--- src/rtl/irq_latch_pkg.sv ---
package irq_latch_pkg;

  typedef enum logic {
    TRIG_EDGE  = 1'b0,
    TRIG_LEVEL = 1'b1
  } trig_mode_e;

endpackage

--- src/rtl/irq_trig_sel_reg.sv ---
module irq_trig_sel_reg #(
  parameter int unsigned          N_LINES   = 8,
  parameter logic [N_LINES-1:0]   TRIG_MASK = 8'hF8
) (
  input  logic               clk,
  input  logic               rst,
  input  logic               wr_en,
  input  logic [N_LINES-1:0] wr_data,
  output logic [N_LINES-1:0] sel_q
);

  // Only the hardware reset touches this register; software
  // initialisation leaves the trigger selection in place.
  always_ff @(posedge clk) begin
    if (rst) begin
      sel_q <= '0;
    end else if (wr_en) begin
      sel_q <= wr_data & TRIG_MASK;
    end
  end

endmodule

--- src/rtl/irq_ack_decode.sv ---
module irq_ack_decode #(
  parameter int unsigned N_LINES = 8,
  localparam int unsigned IDX_W  = (N_LINES > 1) ? $clog2(N_LINES) : 1
) (
  input  logic               ack_valid,
  input  logic [IDX_W-1:0]   ack_index,
  output logic [N_LINES-1:0] ack_hit
);

  for (genvar g = 0; g < N_LINES; g++) begin : g_hit
    assign ack_hit[g] = ack_valid && (ack_index == IDX_W'(g));
  end

endmodule

--- src/rtl/irq_line_cell.sv ---
module irq_line_cell
  import irq_latch_pkg::*;
(
  input  logic       clk,
  input  logic       rst,
  input  logic       soft_init,
  input  logic       line_in,
  input  trig_mode_e mode,
  input  logic       ack_hit,
  output logic       pend_q
);

  logic prev_q;
  logic rise;

  assign rise = line_in && !prev_q;

  always_ff @(posedge clk) begin
    if (rst || soft_init) begin
      prev_q <= 1'b0;
      pend_q <= 1'b0;
    end else begin
      prev_q <= line_in;
      if (mode == TRIG_LEVEL) begin
        pend_q <= line_in;
      end else if (rise) begin
        pend_q <= 1'b1;
      end else if (ack_hit) begin
        pend_q <= 1'b0;
      end
    end
  end

endmodule

--- src/rtl/irq_req_latch.sv ---
module irq_req_latch
  import irq_latch_pkg::*;
#(
  parameter int unsigned          N_LINES   = 8,
  parameter logic [N_LINES-1:0]   TRIG_MASK = 8'hF8,
  localparam int unsigned         IDX_W     = (N_LINES > 1) ? $clog2(N_LINES) : 1
) (
  input  logic               clk,
  input  logic               rst,
  input  logic [N_LINES-1:0] irq_in,
  input  logic               soft_init,
  input  logic               trig_wr_en,
  input  logic [N_LINES-1:0] trig_wr_data,
  output logic [N_LINES-1:0] trig_rd_data,
  input  logic               ack_valid,
  input  logic [IDX_W-1:0]   ack_index,
  output logic [N_LINES-1:0] pending
);

  logic [N_LINES-1:0] sel_q;
  logic [N_LINES-1:0] ack_hit;

  irq_trig_sel_reg #(
    .N_LINES   (N_LINES),
    .TRIG_MASK (TRIG_MASK)
  ) u_sel (
    .clk     (clk),
    .rst     (rst),
    .wr_en   (trig_wr_en),
    .wr_data (trig_wr_data),
    .sel_q   (sel_q)
  );

  irq_ack_decode #(
    .N_LINES (N_LINES)
  ) u_ack (
    .ack_valid (ack_valid),
    .ack_index (ack_index),
    .ack_hit   (ack_hit)
  );

  for (genvar g = 0; g < N_LINES; g++) begin : g_line
    irq_line_cell u_cell (
      .clk       (clk),
      .rst       (rst),
      .soft_init (soft_init),
      .line_in   (irq_in[g]),
      .mode      (trig_mode_e'(sel_q[g])),
      .ack_hit   (ack_hit[g]),
      .pend_q    (pending[g])
    );
  end

  assign trig_rd_data = sel_q;

endmodule

--- config.mk ---
export PLATFORM = sky130hd
export DESIGN_NAME = irq_req_latch
export DESIGN_NICKNAME = d
export VERILOG_FILES = /design/src/rtl/irq_latch_pkg.sv /design/src/rtl/irq_trig_sel_reg.sv /design/src/rtl/irq_ack_decode.sv /design/src/rtl/irq_line_cell.sv /design/src/rtl/irq_req_latch.sv
export SDC_FILE = /design/constraint.sdc
export NUM_CORES = 1
export LEC_CHECK = 0
export BUFFER_PORTS_ARGS = -buffer_cell sky130_fd_sc_hd__buf_2
export CAP_MARGIN = 20
export CORE_ASPECT_RATIO = 0.75
export CORE_MARGIN = 2
export CORE_UTILIZATION = 25
export CTS_CLUSTER_DIAMETER = 30
export DETAILED_ROUTE_END_ITERATION = 7
export PLACE_DENSITY = 0.59
export SETUP_SLACK_MARGIN = 0.1
export SYNTH_ARGS = -nofsm -noshare
export SYNTH_HDL_FRONTEND = slang
export SYNTH_HIERARCHICAL = 1
export SYNTH_SLANG_ARGS = --single-unit
--- constraint.sdc ---
create_clock -name clk -period 2.4 [get_ports clk]
set_clock_uncertainty 0.05 [all_clocks]
set_input_delay 0.12 -clock clk [delete_from_list [all_inputs] [get_ports clk]]
set_output_delay 0.12 -clock clk [all_outputs]
set_load 0.1 [all_outputs]
After elaboration in Yosys (flattened, before gate mapping) --
Cells that the tools add are included. Widths: inputs -> output; s select.
Word-level totals: flip-flop bits (word level) 21, word-level logic and storage cells 79
Operators by class: eq/ne operators 7, muxes and demuxes 21, reduce and logical (&&, ||, !) cells 34
Operators by type and width (count):
- $mux 1 | 21
- $logic_and 1x1->1 | 16
- $reduce_bool 3->1 | 5
- $eq 3x3->1 const B | 4
- $logic_not 1->1 | 8
- $eq 3x2->1 const B | 2
- $reduce_bool 2->1 | 3
- $eq 3x1->1 const B | 1
- $logic_not 3->1 | 1
- $logic_or 1x1->1 | 1

Depth between registers and ports, before layout --
Gate-level depths: netlist of the first run.
depth in word-level cells 5, gate-level depth with buffers 4, depth with buffers taken out 4

Cells and area by module --
The synthesis of the first run kept the hierarchy.
By module, submodules not included:
- irq_line_cell | instances 8, cells an instance 7, area each 80.1 um2, seq. area each 40.0 um2
- irq_trig_sel_reg | instances 1, cells an instance 20, area each 206.4 um2, seq. area each 100.1 um2
- irq_ack_decode | instances 1, cells an instance 8, area each 96.3 um2, seq. area each 0.0 um2

Least setup slack after synthesis of the first run --
Ideal clock, no wire load.
path kind register to register, from register u_sel.sel_q[3], to register g_line[3].u_cell.pend_q, setup time 0.116 ns, data arrival time 1.350 ns, data required time 2.234 ns, path slack 0.884 ns, cell stages (with the launch flop) 4, buffers on the path 0, clock period less this slack 1.516 ns, cell sequence dfxtp_1 -> nor2_1 -> a22oi_2 -> nor3_2
Between the ends: word-level cells in the longest chain between the ends 1, elaborated cells between the ends (all ways) 2, classes of those cells mux (1); reduce/logical (1)
RTL lines:
- start, declared | line irq_trig_sel_reg.sv:9 | output logic [N_LINES-1:0] sel_q
- start signal, assigned | line irq_trig_sel_reg.sv:18 | sel_q <= wr_data & TRIG_MASK;
- $reduce_bool 3->1 (no source line) / $mux 1 (equally long branches)
- end signal, assigned | line irq_line_cell.sv:25 | pend_q <= line_in;
- end, declared | line irq_line_cell.sv:10 | output logic pend_q
Several ways; a longest one is shown, not always the timed one. A chain may end at the register's enable or synchronous reset.

Worst setup path in the final report of the first run --
from register u_sel.sel_q[7], to output trig_rd_data[7]
RTL lines:
- end, declared | line irq_req_latch.sv:14 | output logic [N_LINES-1:0] trig_rd_data,
No word-level cell between the ends.

==> impl_metrics.csv, run 1 <==
group,metric,value,unit
cells_and_area,multi_input_area,497,um2
cells_and_area,seq_area,420,um2
power_and_ir_drop,seqPwrFrac,47.1,%
global_routing,grt_pass1_wl,3350,um
power_and_ir_drop,p_total,797,uW
sta,max_freq,0.805,GHz
power_and_ir_drop,p_switching,265,uW
setup_path,cpLargestDelayFamily,"buffers and inverters",
sta,finalHoldViolCount,0,
routing,wire_per_inst,11.7,um
synthesis,netlist.area_leader.share,44.6,%
synthesis,synth_top_cell_by_area,"dfxtp_1",
synthesis,avgSynthCellArea,11.2,um2
cells_and_area,area_delta_synth_final,26.4,%
global_routing,grt_pass1_vias,750,
min_path,hold_path.class,"input pin to flip-flop",
power_and_ir_drop,ir_drop,0.288,mV
power_and_ir_drop,p_comb_share,24.9,%
setup_path,crit_path_start,"u_sel/sel_q[7]",
setup_path,worstPathCellList,"buf_2",
sta,min_period,1240,ps
global_routing,grt_usage,10.4,%
power_and_ir_drop,power_density,669,nW/um2
setup_path,cpPeakStageDelay,450,ps
cells_and_area,fin_cells,171,
synthesis,synth.distinct_cells,14,
synthesis,synth-seq-cells,21,
power_and_ir_drop,sw_frac_of_total,33.3,%
sta,setup_viol,0,
routing,wirelength,2000,um
routing,firstDrtPassIters,4,
cts,cts_tree,"done",
setup_path,worst-setup-path-type,"flip-flop to output port",
floorplanning,die_h,57.2,um
cts,htreeDepth,1,
synthesis,synth_area,943,um2
power_and_ir_drop,pwr-share-clk,28.1,%
sta,finalCritPeriodShare,51.8,%
placement,placedCellCount,167,
global_routing,antenna_found_initial,0,
floorplanning,start_util,25.9,%
cts,cts_setup_buffers,0,
floorplanning,die_x,74.9,um
status,status,"completed",
power_and_ir_drop,intPower,532,uW
setup_path,worstPathRequired,2230,ps
setup_path,r2r-start,"u_sel/sel_q[6]",
sta,drv_slew,0,
cells_and_area,fin_area,1190,um2
cells_and_area,num-fill-cells,400,
synthesis,syn_inst,84,
setup_path,endpoint,"trig_rd_data[7]",
setup_path,cp_num_cells,1,
cells_and_area,antenna-diode-count,0,
floorplanning,core_area,3640,um2
floorplanning,rows,19,
setup_path,cp_slowest_cell,"buf_2",
cells_and_area,nets,144,
floorplanning,ioPinCount,40,
cts,clk_latency,250,ps
routing,ant_nets,0,
synthesis,synth.yosys.warnings,6,
routing,vias_per_cell,4.31,
cts,cts_resized,0,
setup_path,path_max_fanout,4,
setup_path,rr_worst_depth,3,
routing,drt_iter0_drc,21,
setup_path,rrSetupSlack,1540,ps
cts,cts_sinks,21,
power_and_ir_drop,p_leak,0.000500,uW
routing,drc,0,
sta,setup_tns,0,ps
placement,globalplace.congestion,0.709,
floorplanning,die-area,4290,um2
setup_path,critPathBufInv,1,
routing,vias,737,
sta,rsz0062_at_grt,"false",
setup_path,startpoint_type,"flip-flop",
placement,dp.final_hpwl,1570,um
job,drv_cap,0,
placement,port_buffers,33,
cts,cts.clk_slew.worst_paths,70,ps
global_routing,grt_overflow,0,
setup_path,critPathArrivalTime,1070,ps
synthesis,synthTopCellsByArea,"dfxtp_1, a22oi_2, nor3_2, nor3b_1, mux2i_1",
placement,place_area,1150,um2
global_routing,grt_max_degree,22,
cts,cts_hold_buf,0,
cts,clockBufferDepth,2,
cells_and_area,drive_gt1_share,50.4,%
cells_and_area,fin_util,32.8,%
synthesis,seq_area_frac_synth,44.6,%
cts,root_buffer,"clkbuf_8",
setup_path,setup.worst_path.end_class,"output port",
cts,cts_buffers,3,
setup_path,reg2reg_to,"g_line[6].u_cell/pend_q",
==> synthesized netlist by cell type, drive strengths merged <==
cell and instances:
buf 4, and4bb 3, dfxtp 21, a22oi 8, mux2i 5, nor3b 8, and4 1, nor3 8
nor4b 1, and4b 3, conb 1, nor2 13, nand2b 8
==> flip-flops by register name, summed over array words and instances, names as in the netlist <==
signal	count
g_line.u_cell/prev_q	8
g_line.u_cell/pend_q	8
u_sel/sel_q	5
==> per-layer routing <==
| layer | track usage (%) | up-vias | share of wire [%] |
|---|---|---|---|
| li1 | - | 369 | - |
| met1 | 12.5 | 342 | 46 |
| met2 | 17.0 | 22 | 46 |
| met3 | 3.71 | 4 | 6.9 |
| met4 | 3.57 | 0 | 0.85 |
| met5 | 0 | - | 0 |
==> through the flow <==
stage,hold slack [ps],setup WS [ps]
finish,55.0,1160
global placement,308,1360
detailed placement,314,1320
floorplan,139,884
CTS,45.3,1150
global route,63.2,1090
==> layout by cell type (no fill, tap or decap) <==
cell type,instances
a22oi_2,8
and4_2,1
and4b_2,3
and4bb_2,3
buf_2,33
clkbuf_1,1
clkbuf_8,3
conb_1,3
dfxtp_1,21
mux2i_1,5
nand2b_1,8
nor2_1,13
nor3_2,8
nor3b_1,8
nor4b_2,1
==> final cells by class <==
type                            instances  area share (%)
Sequential cell                        21            35.3
Timing Repair Buffer                   33            13.9
Tap cell                               52            5.46
Multi-Input combinational cell         61            41.7
Clock buffer                            4            3.78
==> cell families after synthesis <==
| family | share of synthesized area, % |
|---|---|
| AND/OR/NAND/NOR | 35.5 |
| flip-flops | 44.6 |
| AO/OA/AOI/OAI | 10.6 |
| multiplexers | 5.31 |
| buffers and inverters | 3.58 |
| other | 0.397 |
==> worst min path at each step <==
| stage | startpoint | endpoint | slack (ps) | cells after the start |
|---|---|---|---|---|
| floorplan | soft_init | g_line[0].u_cell/pend_q | 140 | 1 |
| global placement | trig_wr_data[6] | u_sel/sel_q[6] | 310 | 3 |
| detailed placement | trig_wr_data[3] | u_sel/sel_q[3] | 310 | 3 |
| CTS | trig_wr_data[3] | u_sel/sel_q[3] | 50 | 3 |
| global route | trig_wr_data[6] | u_sel/sel_q[6] | 60 | 3 |
| finish | trig_wr_data[3] | u_sel/sel_q[3] | 50 | 3 |
==> power groups by stage <==
stage	Clock, uW	Combinational [uW]	Sequential [uW]
after global routing	255	210	378
after floorplan	0	72.3	463
after CTS	237	200	375
after detailed placement	0	200	383
after global placement	0	196	382
final	224	198	375
(Power assumes the default switching activity.)
==> run 2, diff against run 1 <==
clock period = 1.2 ns   (was 2.4 ns; I/O delays follow)
==> impl_metrics.csv, run 2 (same netlist as run 1, synthesis figures left out) <==
group,metric,value,unit
sta,setup_viol,0,
cts,cts_buffers,3,
cts,cts.clk_slew.worst_paths,70,ps
cells_and_area,fin_cells,174,
global_routing,antenna_found_initial,0,
setup_path,reg2reg_to,"g_line[5].u_cell/pend_q",
cells_and_area,antenna-diode-count,0,
setup_path,critPathBufInv,1,
floorplanning,start_util,25.9,%
cells_and_area,mostFrequentLayoutCell,"buf_2",
placement,globalplace.congestion,0.656,
setup_path,cp_slowest_cell,"dfxtp_1",
global_routing,grt_pass1_vias,749,
cells_and_area,drive_gt1_share,59.0,%
global_routing,grt_max_degree,22,
sta,rsz0062_at_grt,"false",
setup_path,startpoint_type,"flip-flop",
setup_path,cpPeakStageDelay,350,ps
routing,ant_nets,0,
setup_path,rr_worst_depth,3,
setup_path,worstPathCellList,"buf_4",
routing,vias_per_cell,4.30,
status,status,"completed",
setup_path,r2r-start,"u_sel/sel_q[5]",
sta,setup_tns,0,ps
setup_path,setup.worst_path.end_class,"output port",
cells_and_area,area_delta_synth_final,37.0,%
cts,root_buffer,"clkbuf_8",
cts,htreeDepth,1,
power_and_ir_drop,power_density,1260,nW/um2
routing,drt_iter0_drc,18,
routing,wire_per_inst,11.9,um
floorplanning,die_h,57.2,um
routing,vias,748,
cts,cts_sinks,21,
sta,finalCritPeriodShare,85.2,%
floorplanning,core_area,3640,um2
job,drv_cap,0,
placement,placedCellCount,167,
cells_and_area,nets,147,
cts,clockBufferDepth,2,
setup_path,rrSetupSlack,340,ps
min_path,min_to,"u_sel/sel_q[5]",
setup_path,critPathArrivalTime,910,ps
cts,clk_latency,260,ps
power_and_ir_drop,p_leak,0.000523,uW
routing,firstDrtPassIters,2,
setup_path,cpLargestDelayFamily,"flip-flops",
min_path,hold_path.class,"input pin to flip-flop",
cells_and_area,layout_common_cells,"buf_2, nor2_1, buf_4",
placement,dp.final_hpwl,1610,um
sta,max_freq,0.978,GHz
min_path,worst_hold_path.num_cells,3,
global_routing,grt_pass1_wl,3450,um
setup_path,worst-setup-path-type,"flip-flop to output port",
cts,cts_tree,"done",
placement,port_buffers,33,
sta,finalHoldViolCount,0,
floorplanning,ioPinCount,40,
sta,drv_slew,0,
cells_and_area,reg_top3,"g_line.u_cell/pend_q x8, g_line.u_cell/prev_q x8, u_sel/sel_q x5",
sta,min_period,1020,ps
global_routing,grt_usage,10.7,%
routing,wirelength,2070,um
routing,drc,0,
floorplanning,die-area,4290,um2
setup_path,path_max_fanout,2,
global_routing,grt_overflow,0,
cells_and_area,num-fill-cells,369,
power_and_ir_drop,ir_drop,0.795,mV
min_path,min_from,"trig_wr_data[5]",
floorplanning,die_x,74.9,um
setup_path,worstPathRequired,1090,ps
floorplanning,rows,19,
## run 2: changes by cell type in the layout (fill, tap and decap cells not counted)
| cell | delta |
|---|---|
| dfxtp_4 | +4 |
| dfxtp_1 | -12 |
| dfxtp_2 | +8 |
| buf_4 | +12 |
| buf_12 | +1 |
| dlygate4sd3_1 | +3 |
| buf_2 | -13 |
## run 2: area by class of cell
class / instances / area (um2) / share of cell area [%]
clock buffer: 4 / 45.0 / 3.48
timing repair buffer: 36 / 240 / 18.6
multi-input combinational: 61 / 497 / 38.4
sequential: 21 / 445 / 34.5
tap: 52 / 65.1 / 5.03
## run 2: power by group
group          total (uW)  internal [uW]  switching, uW  leakage (uW)
registers             752            730           22.5      0.000178
logic                 424            122            301      0.000322
clock network         449            236            213     0.0000228
total                1630           1090            537      0.000523
## run 2: worst max-delay path by stage
| stage | cells after the start | end | slack (ps) | start |
|---|---|---|---|---|
| 2_1_floorplan | 2 | g_line[3].u_cell/pend_q | -160 | g_line[3].u_cell/pend_q |
| 3_3_place_gp | 5 | g_line[0].u_cell/pend_q | 190 | ack_index[1] |
| 4_1_cts | 1 | pending[3] | 160 | g_line[3].u_cell/pend_q |
| 5_1_grt | 1 | pending[3] | 140 | g_line[3].u_cell/pend_q |
| 3_5_place_dp | 5 | g_line[0].u_cell/pend_q | 170 | ack_index[1] |
| 6_report | 1 | pending[3] | 180 | g_line[3].u_cell/pend_q |
## run 2: through the flow
stage	area (um2)	total power, uW	setup WS [ps]	hold slack [ps]	util [%]
after floorplan	976	1070	-157	71.6	-
after global placement	1190	1160	194	241	32.6
after detailed placement	1190	1170	170	255	32.6
after CTS	1290	1650	165	2.18	35.5
after global routing	1290	1710	137	14.9	35.5
final	1290	1630	178	12.6	35.5
## run 2: routing by layer
metal	routed length [um]	track usage, %
met4	0	2.30
met3	178	5.12
met1	937	12.7
met2	956	17.5
met5	0	0
## run 2: repair_timing
action | CTS | global route
resized for setup | 12 | 0
setup endpoints to repair | 12 | 0
hold buffers | 3 | 0
endpoints found under the hold margin | 3 | 0
setup buffers | 0 | 0
